### src/rtl/plru_pkg.sv
package plru_pkg;
  localparam int WAYS   = 8;
  localparam int WAY_W  = 3;
  localparam int TREE_W = WAYS - 1;

  // Nodes on the path of a way: root, half node, leaf of its pair.
  function automatic logic [TREE_W-1:0] path_bits(input logic [WAY_W-1:0] w);
    logic [TREE_W-1:0] m;
    m = '0;
    m[0] = 1'b1;
    m[w[2] ? 2 : 1] = 1'b1;
    m[3 + w[2:1]] = 1'b1;
    return m;
  endfunction

  // Each node on the path is forced to point away from the touched way.
  function automatic logic [TREE_W-1:0] point_away(input logic [WAY_W-1:0] w);
    logic [TREE_W-1:0] v;
    v = '0;
    v[0] = ~w[2];
    v[w[2] ? 2 : 1] = ~w[1];
    v[3 + w[2:1]] = ~w[0];
    return v;
  endfunction
endpackage

### src/rtl/plru_tree_store.sv
module plru_tree_store
  import plru_pkg::*;
#(
  parameter int NUM_SETS = 128,
  localparam int SET_W   = $clog2(NUM_SETS)
) (
  input  logic              clk,
  input  logic              rst_n,
  input  logic              clr_i,
  input  logic              wr_en_i,
  input  logic [SET_W-1:0]  wr_set_i,
  input  logic [TREE_W-1:0] wr_tree_i,
  input  logic [SET_W-1:0]  rd_a_set_i,
  output logic [TREE_W-1:0] rd_a_tree_o,
  input  logic [SET_W-1:0]  rd_b_set_i,
  output logic [TREE_W-1:0] rd_b_tree_o
);
  logic [TREE_W-1:0] tree_q [NUM_SETS];

  for (genvar s = 0; s < NUM_SETS; s++) begin : g_set
    logic              hit;
    logic              en;
    logic [TREE_W-1:0] d;

    always_comb begin
      hit = wr_en_i && (wr_set_i == SET_W'(s));
      en  = clr_i || hit;
      d   = clr_i ? '0 : wr_tree_i;
    end

    always_ff @(posedge clk or negedge rst_n) begin
      if (!rst_n)  tree_q[s] <= '0;
      else if (en) tree_q[s] <= d;
    end
  end

  assign rd_a_tree_o = tree_q[rd_a_set_i];
  assign rd_b_tree_o = tree_q[rd_b_set_i];
endmodule

### src/rtl/plru_tree_update.sv
module plru_tree_update
  import plru_pkg::*;
(
  input  logic [TREE_W-1:0] tree_i,
  input  logic [WAY_W-1:0]  way_i,
  output logic [TREE_W-1:0] tree_o
);
  always_comb begin
    tree_o = (tree_i & ~path_bits(way_i)) | point_away(way_i);
  end
endmodule

### src/rtl/plru_victim_pick.sv
module plru_victim_pick
  import plru_pkg::*;
(
  input  logic [TREE_W-1:0] tree_i,
  input  logic [WAYS-1:0]   valid_i,
  output logic [WAY_W-1:0]  way_o
);
  logic [WAY_W-1:0] empty_way;
  logic             any_empty;
  logic [WAY_W-1:0] tree_way;

  // Lowest-numbered empty way, scanned from the top so the lowest wins.
  always_comb begin
    empty_way = '0;
    any_empty = 1'b0;
    for (int i = WAYS - 1; i >= 0; i--) begin
      if (!valid_i[i]) begin
        empty_way = WAY_W'(i);
        any_empty = 1'b1;
      end
    end
  end

  always_comb begin
    tree_way[2] = tree_i[0];
    tree_way[1] = tree_i[0] ? tree_i[2] : tree_i[1];
    tree_way[0] = tree_i[3 + {tree_way[2], tree_way[1]}];
  end

  assign way_o = any_empty ? empty_way : tree_way;
endmodule

### src/rtl/plru_repl_unit.sv
module plru_repl_unit
  import plru_pkg::*;
#(
  parameter int NUM_SETS = 128,
  localparam int SET_W   = $clog2(NUM_SETS)
) (
  input  logic             clk,
  input  logic             rst_n,
  input  logic             clr_i,
  input  logic             touch_vld_i,
  input  logic [SET_W-1:0] touch_set_i,
  input  logic [WAY_W-1:0] touch_way_i,
  input  logic [SET_W-1:0] query_set_i,
  input  logic [WAYS-1:0]  query_valid_i,
  output logic [WAY_W-1:0] victim_way_o
);
  logic [1:0]        rst_pipe_q;
  logic              rst_sync_n;
  logic [TREE_W-1:0] touch_tree_cur;
  logic [TREE_W-1:0] touch_tree_nxt;
  logic [TREE_W-1:0] query_tree;

  always_ff @(posedge clk or negedge rst_n) begin
    if (!rst_n) rst_pipe_q <= '0;
    else        rst_pipe_q <= {rst_pipe_q[0], 1'b1};
  end
  assign rst_sync_n = rst_pipe_q[1];

  plru_tree_store #(.NUM_SETS(NUM_SETS)) u_store (
    .clk         (clk),
    .rst_n       (rst_sync_n),
    .clr_i       (clr_i),
    .wr_en_i     (touch_vld_i),
    .wr_set_i    (touch_set_i),
    .wr_tree_i   (touch_tree_nxt),
    .rd_a_set_i  (touch_set_i),
    .rd_a_tree_o (touch_tree_cur),
    .rd_b_set_i  (query_set_i),
    .rd_b_tree_o (query_tree)
  );

  plru_tree_update u_update (
    .tree_i (touch_tree_cur),
    .way_i  (touch_way_i),
    .tree_o (touch_tree_nxt)
  );

  plru_victim_pick u_pick (
    .tree_i  (query_tree),
    .valid_i (query_valid_i),
    .way_o   (victim_way_o)
  );
endmodule

### config.mk
export PLATFORM = sky130hd
export DESIGN_NAME = plru_repl_unit
export DESIGN_NICKNAME = d
export VERILOG_FILES = /design/src/rtl/plru_pkg.sv /design/src/rtl/plru_tree_store.sv /design/src/rtl/plru_tree_update.sv /design/src/rtl/plru_victim_pick.sv /design/src/rtl/plru_repl_unit.sv
export SDC_FILE = /design/constraint.sdc
export NUM_CORES = 2
export LEC_CHECK = 0
export ABC_AREA = 1
export ABC_CLOCK_PERIOD_IN_PS = 38500
export BUFFER_PORTS_ARGS = -buffer_cell sky130_fd_sc_hd__buf_4
export CAP_MARGIN = 40
export CORE_ASPECT_RATIO = 0.6
export CORE_MARGIN = 2
export CORE_UTILIZATION = 30
export DETAILED_ROUTE_END_ITERATION = 8
export MAX_ROUTING_LAYER = met4
export RECOVER_POWER = 100
export SYNTH_ARGS = -nofsm -noshare
export SYNTH_HDL_FRONTEND = slang
export SYNTH_SLANG_ARGS = --single-unit
### constraint.sdc
create_clock -name clk -period 38.5 [get_ports clk]
set_input_delay 5.775 -clock clk [delete_from_list [all_inputs] [get_ports clk]]
set_output_delay 5.775 -clock clk [all_outputs]
set_load 0.01 [all_outputs]
# Word-level counts from Yosys, hierarchy flattened
# Index checks and enable logic that the tools add are counted.
[totals]
regBits = 898
latchBits = 0
ram_bits = 0
romBits = 0
out_inout_bits = 3
memories = 0
[classes]
addsub = 2
n_mul = 0
div = 0
order_cmp = 7
n_eq_ne = 127
n_shift = 0
n_mux = 34
bitwise_logic = 9
n_reduce_logical = 259
[ops]
columns = ["cell", "count"]
rows = [
  ["$eq A7 B7 Y1 const B", 64],
  ["$eq A7 B6 Y1 const B", 32],
  ["$logic_and A1 B1 Y1", 130],
  ["$logic_or A1 B1 Y1", 128],
  ["$eq A7 B5 Y1 const B", 16],
  ["$bmux W7 S7", 2],
  ["$ge A32 B1 Y1 const B", 2],
  ["$lt A32 B4 Y1 const B", 2],
  ["$eq A7 B4 Y1 const B", 8],
  ["$mux W7", 5],
  ["$lt A32 B5 Y1 const B", 1],
  ["$eq A7 B3 Y1 const B", 4],
  ["$mux W3", 9],
  ["$ge A8 B8 Y1 const B", 2],
  ["$not A7 Y8", 2],
  ["$bwmux W7", 2],
  ["$eq A7 B2 Y1 const B", 2],
  ["$or A7 B7 Y7", 2],
  ["$mux W1", 12],
  ["$and A7 B7 Y7", 1],
  ["$eq A7 B1 Y1 const B", 1],
  ["$logic_not A7 Y1", 1],
  ["$not A7 Y7", 1],
  ["$add A2 B2 Y3 const A", 2],
  ["4 further kinds", 7],
]

# Logic depth before layout (Yosys ltp)
[depth]
depth_word = 10
depth_mapped = 26

# Modules after synthesis
# Synthesis repeated with hierarchy kept, for this count alone.
[hier_totals]
hier_cells = 7342
area_unflattened_um2 = 50709.9
[by_module_without_submodules]
columns = ["mod", "instances", "cells_each", "area_each_um2", "seq_area_each_um2"]
rows = [
  ["plru_tree_store", 1, 7269, 50289.5, 22421.5],
  ["plru_victim_pick", 1, 47, 234.0, 0.0],
  ["plru_tree_update", 1, 23, 132.6, 0.0],
  ["plru_repl_unit", 1, 3, 53.8, 50.0],
]

# Least setup slack after synthesis
# No wires, ideal clock.
[synth_timing]
path_type = "in2out"
start = "in query_set_i[0]"
end = "out victim_way_o[0]"
t_arrival_ps = 8175
t_required_ps = 32725
setup_slack_ps = 24550
path_stages = 25
cell_sequence = "buf_2 inv_2 clkbuf_1 clkbuf_1 nand2_1 nand3_1 nand3_1 nand3_1 nand2_1 nand2_1 nand3_1 nand3_1 nand2_1 nand2_1 nand2_1 ha_1 inv_1 nand2_1 nor2_1 nand3_1 nand2_1 inv_1 nand2_1 nand3_1 nand2_1"
[synth_between]
elab_chain_cells = 9
[synth_lines]
columns = ["element", "line_no", "text"]
rows = [
  ["start, declared", "plru_repl_unit.sv:13", "input logic [SET_W-1:0] query_set_i,"],
  ["$not A7 Y8 (not written as such) *", "plru_tree_store.sv:38", "assign rd_b_tree_o = tree_q[rd_b_set_i];"],
  ["$bmux W7 S7 *", "plru_tree_store.sv:38", ""],
  ["$mux W7 (not written as such) * (2 in series)", "plru_tree_store.sv:38", ""],
  ["$mux W1", "plru_victim_pick.sv:26", "tree_way[1] = tree_i[0] ? tree_i[2] : tree_i[1];"],
  ["$add A2 B2 Y3", "plru_victim_pick.sv:27", "tree_way[0] = tree_i[3 + {tree_way[2], tree_way[1]}];"],
  ["$bmux W1 S3 *", "plru_victim_pick.sv:27", ""],
  ["$mux W1 (not written as such) *", "plru_victim_pick.sv:27", ""],
  ["$mux W3 *", "plru_victim_pick.sv:30", "assign way_o = any_empty ? empty_way : tree_way;"],
  ["end, declared", "plru_repl_unit.sv:15", "output logic [WAY_W-1:0] victim_way_o"],
]
# Mark *: on every way between the ends. The rest lies on a longest branch, timed or not. The select of a mux whose other input is x is not followed.

# Worst setup path in the final report
# Ends and elaborated chain as after synthesis.

==> results_dict.tcl <==
set metrics [dict create \
    worst_slack_ns 14.70 \
    track_usage 0.274 \
    dp_hpwl_um 144000 \
    drt-initial-drc-count 9989 \
    slew_headroom -4.98 \
    viasPerCell 5.93 \
    fin_crit_ns 23.80 \
    synthXorXnorAreaFrac 0 \
    pwr_density_cell_mw_per_mm2 45.2 \
    seq_power_share 0.437 \
    violations "max-capacitance violations, max-slew violations" \
    drv_slew 2161 \
    cp-start-kind "input port" \
    synthMuxAreaShare 0 \
    crit_type "in2out" \
    ys_seq_area_frac 0.452 \
    die_h_um 320 \
    core_mm2 0.164 \
    max_slew.worst_pin.slew_ns 8.98 \
    fmax_ghz 0.0420 \
    wl_met3_um 39800 \
    area_delta_synth_final_pct 10.9 \
    setup_violations 0 \
    htreeDepth 3 \
    cts-resized-gates 0 \
    hold_viol_final 0 \
    power.leakage_nw 26.6 \
    skew_ns 0.0290 \
    grt_pass1_vias 49903 \
    placementRows 115 \
    cts_tree "done" \
    clk_pin_slew_ns 0.07 \
    top_layer_used "met4" \
    setup_tns_ns 0 \
    design_area_mm2 0.0552 \
    insertion_delay_ns 0.70 \
    synthCells 7015 \
    worstPathRequired_ns 32.72 \
    place_congestion 0.999 \
    postRouteAntennaNets 0 \
    layout.nets 6856 \
    internal_power_mw 1.66 \
    switchingPower_uw 834 \
    switching_share 0.334 \
    syn_avg_cell_area_um2 7.09 \
    synth_edf_count 0 \
    post_dp_cell_area_mm2 0.0527 \
    wl_um 232000 \
    post-route-util 0.336 \
    vias 54145 \
    fillers 17519 \
    ctsHoldBuffers 0 \
    synth_compound_area_frac 0.121 \
    dieArea_mm2 0.169 \
    netlist_area_mm2 0.0498 \
    crit_arrival_ns 18.02 \
    fin_crit_sh 0.618 \
    synth_ff_type "dfrtp_1" \
    outcome "finished with violations" \
    grt_first_pass_wirelength_um 341000 \
    synth_top_family_by_area "simple AND/OR/NAND/NOR gates" \
    ys_seq_elements 898 \
    p_comb_frac 0.184 \
    syn_nets 7050 \
    cts_sinks 898 \
    endpoint_kind "primary output" \
    met1_length_um 95700 \
    clockRootBuffer "clkbuf_16" \
    irDropWorstVdd_v 0.0000370 \
    numCtsBuffers 85 \
    port_buffers 31 \
    clock_path_buffers 3 \
    ys_async_sr_fraction 1.00 \
    drt_pass1_iterations 9 \
    gr-total-overflow 0 \
    rsz0062_at_grt "false" \
    synthAdderAreaFrac 0.00151 \
    die_x_um 530 \
    remaining_drc_errors 0 \
    p_clk_frac 0.379 \
    yosys.area_share.simple 0.366 \
    synth_cell_types 36 \
    antenna_found_initial 16 \
    drv_cap 41 \
    yosys_warnings 0 \
    wl_per_cell_um 25.4 \
    place_ws_ns 21.54 \
    start_util 0.303 \
    layout-drive-gt1-share 0.0475 \
    grt_max_degree 165 \
    cts_setup_buffers 0 \
    dr_wl_met2_um 88000 \
    critPathMaxFanout 133 \
    io_pins 32 \
    hp-class "reg2reg" \
]
[layout by cell type (no fill, tap or decap), types with 9 or more instances in the layout]
master and n:
a21oi_1 327, a22oi_1 334, buf_4 123, bufinv_16 9, clkbuf_1 69, clkbuf_16 89, clkbuf_8 23, clkinv_2 15
dfrtp_1 898, diode_2 25, inv_1 228, nand2_1 2889, nand3_1 1306, nand4_1 11, nor2_1 103, nor3_1 33
o21ai_0 248, o22ai_1 27, o31ai_1 36, or2_2 10
[area by class of cell]
cell class | instances | area (um2) | area share
Sequential cell | 898 | 22500 | 0.407
Timing Repair Buffer | 205 | 1520 | 0.0275
Clock inverter | 31 | 399 | 0.00723
Multi-Input combinational cell | 5388 | 24400 | 0.443
Tap cell | 2223 | 2780 | 0.0504
Clock buffer | 123 | 2580 | 0.0468
Inverter | 243 | 936 | 0.0170
Antenna cell | 25 | 62.6 | 0.00113
[state kept, by name, summed over array words and instances, names as in the netlist]
name,count
rst_pipe_q,2
u_store.tree_q,896
[Yosys cell counts, types with 8 or more instances]
library cell,count,area [um2]
dfrtp_1,898,22500
nand3_1,1307,6540
o31ai_1,36,270
nor2_1,108,405
o22ai_1,27,169
clkbuf_1,229,860
o21ai_0,195,976
buf_1,85,319
inv_1,230,863
nor3_1,34,170
buf_2,170,851
or2_2,10,62.6
o21ai_1,56,280
a21oi_1,330,1650
nand4_1,11,68.8
nand2_1,2892,10900
a22oi_1,334,2510
inv_2,8,30.0
[per-layer routing]
| layer | up-vias | GRT usage |
|---|---|---|
| met2 | 4456 | 0.340 |
| met3 | 593 | 0.118 |
| met1 | 26164 | 0.384 |
| met5 | - | - |
| met4 | 0 | 0.0982 |
| li1 | 22932 | - |
[worst max-delay path: stages]
cell        delay [ns]
buf_8             0.46
clkinvlp_2        4.37
clkbuf_1          2.50
clkbuf_1          1.65
nand2_1           0.35
nand3_1           0.11
nand3_1           0.13
nand3_1           0.15
nand2_1           0.15
nand2_1           0.11
nand3_1           0.18
nand3_1           0.23
nand2_1           0.14
nand2_1           0.09
nand2_1           0.18
ha_1              0.27
inv_1             0.09
nand2_1           0.06
nor2_1            0.08
nand3_1           0.08
nand2_1           0.06
inv_1             0.03
nand2_1           0.05
nand3_1           0.20
nand2_1           0.14
buf_4             0.13
[power groups by stage]
stage	registers, mW	logic, mW	clock network [mW]
final	1.09	0.459	0.947
after global placement	1.10	0.424	0
after floorplan	1.10	0.260	0
after detailed placement	1.10	0.441	0
after global routing	1.10	0.487	0.986
after CTS	1.09	0.443	0.947
[through the flow]
step	instances	power [mW]	hold slack, ns
finish	9136	2.50	0.351
global route	9132	2.57	0.376
CTS	9110	2.48	0.313
detailed placement	8956	1.54	0.306
global placement	8913	1.53	0.340
floorplan	7015	1.36	0.331
[final timing paths]
check	startpoint	to	slack, ns	depth (start not counted)
setup / recovery	query_set_i[0]	victim_way_o[0]	14.70	26
hold / removal	rst_pipe_q[0]	rst_pipe_q[1]	0.35	0
setup reg to reg	rst_pipe_q[1]	u_store.tree_q[354]	24.83	3
hold reg to reg	rst_pipe_q[0]	rst_pipe_q[1]	0.35	0
max in group asynchronous	rst_pipe_q[1]	u_store.tree_q[354]	24.83	3
min in group asynchronous	rst_pipe_q[1]	u_store.tree_q[531]	0.62	0
[cell families (layout without fill, tap and decap cells)]
group,after synthesis,count (layout)
AO/OA/AOI/OAI,1001,1001
adder cells (fa/ha/maj),6,6
buffers and inverters,729,602
flip-flops,898,898
other,1,26
AND/OR/NAND/NOR,4380,4380
Power figures use the tool's default switching activity.
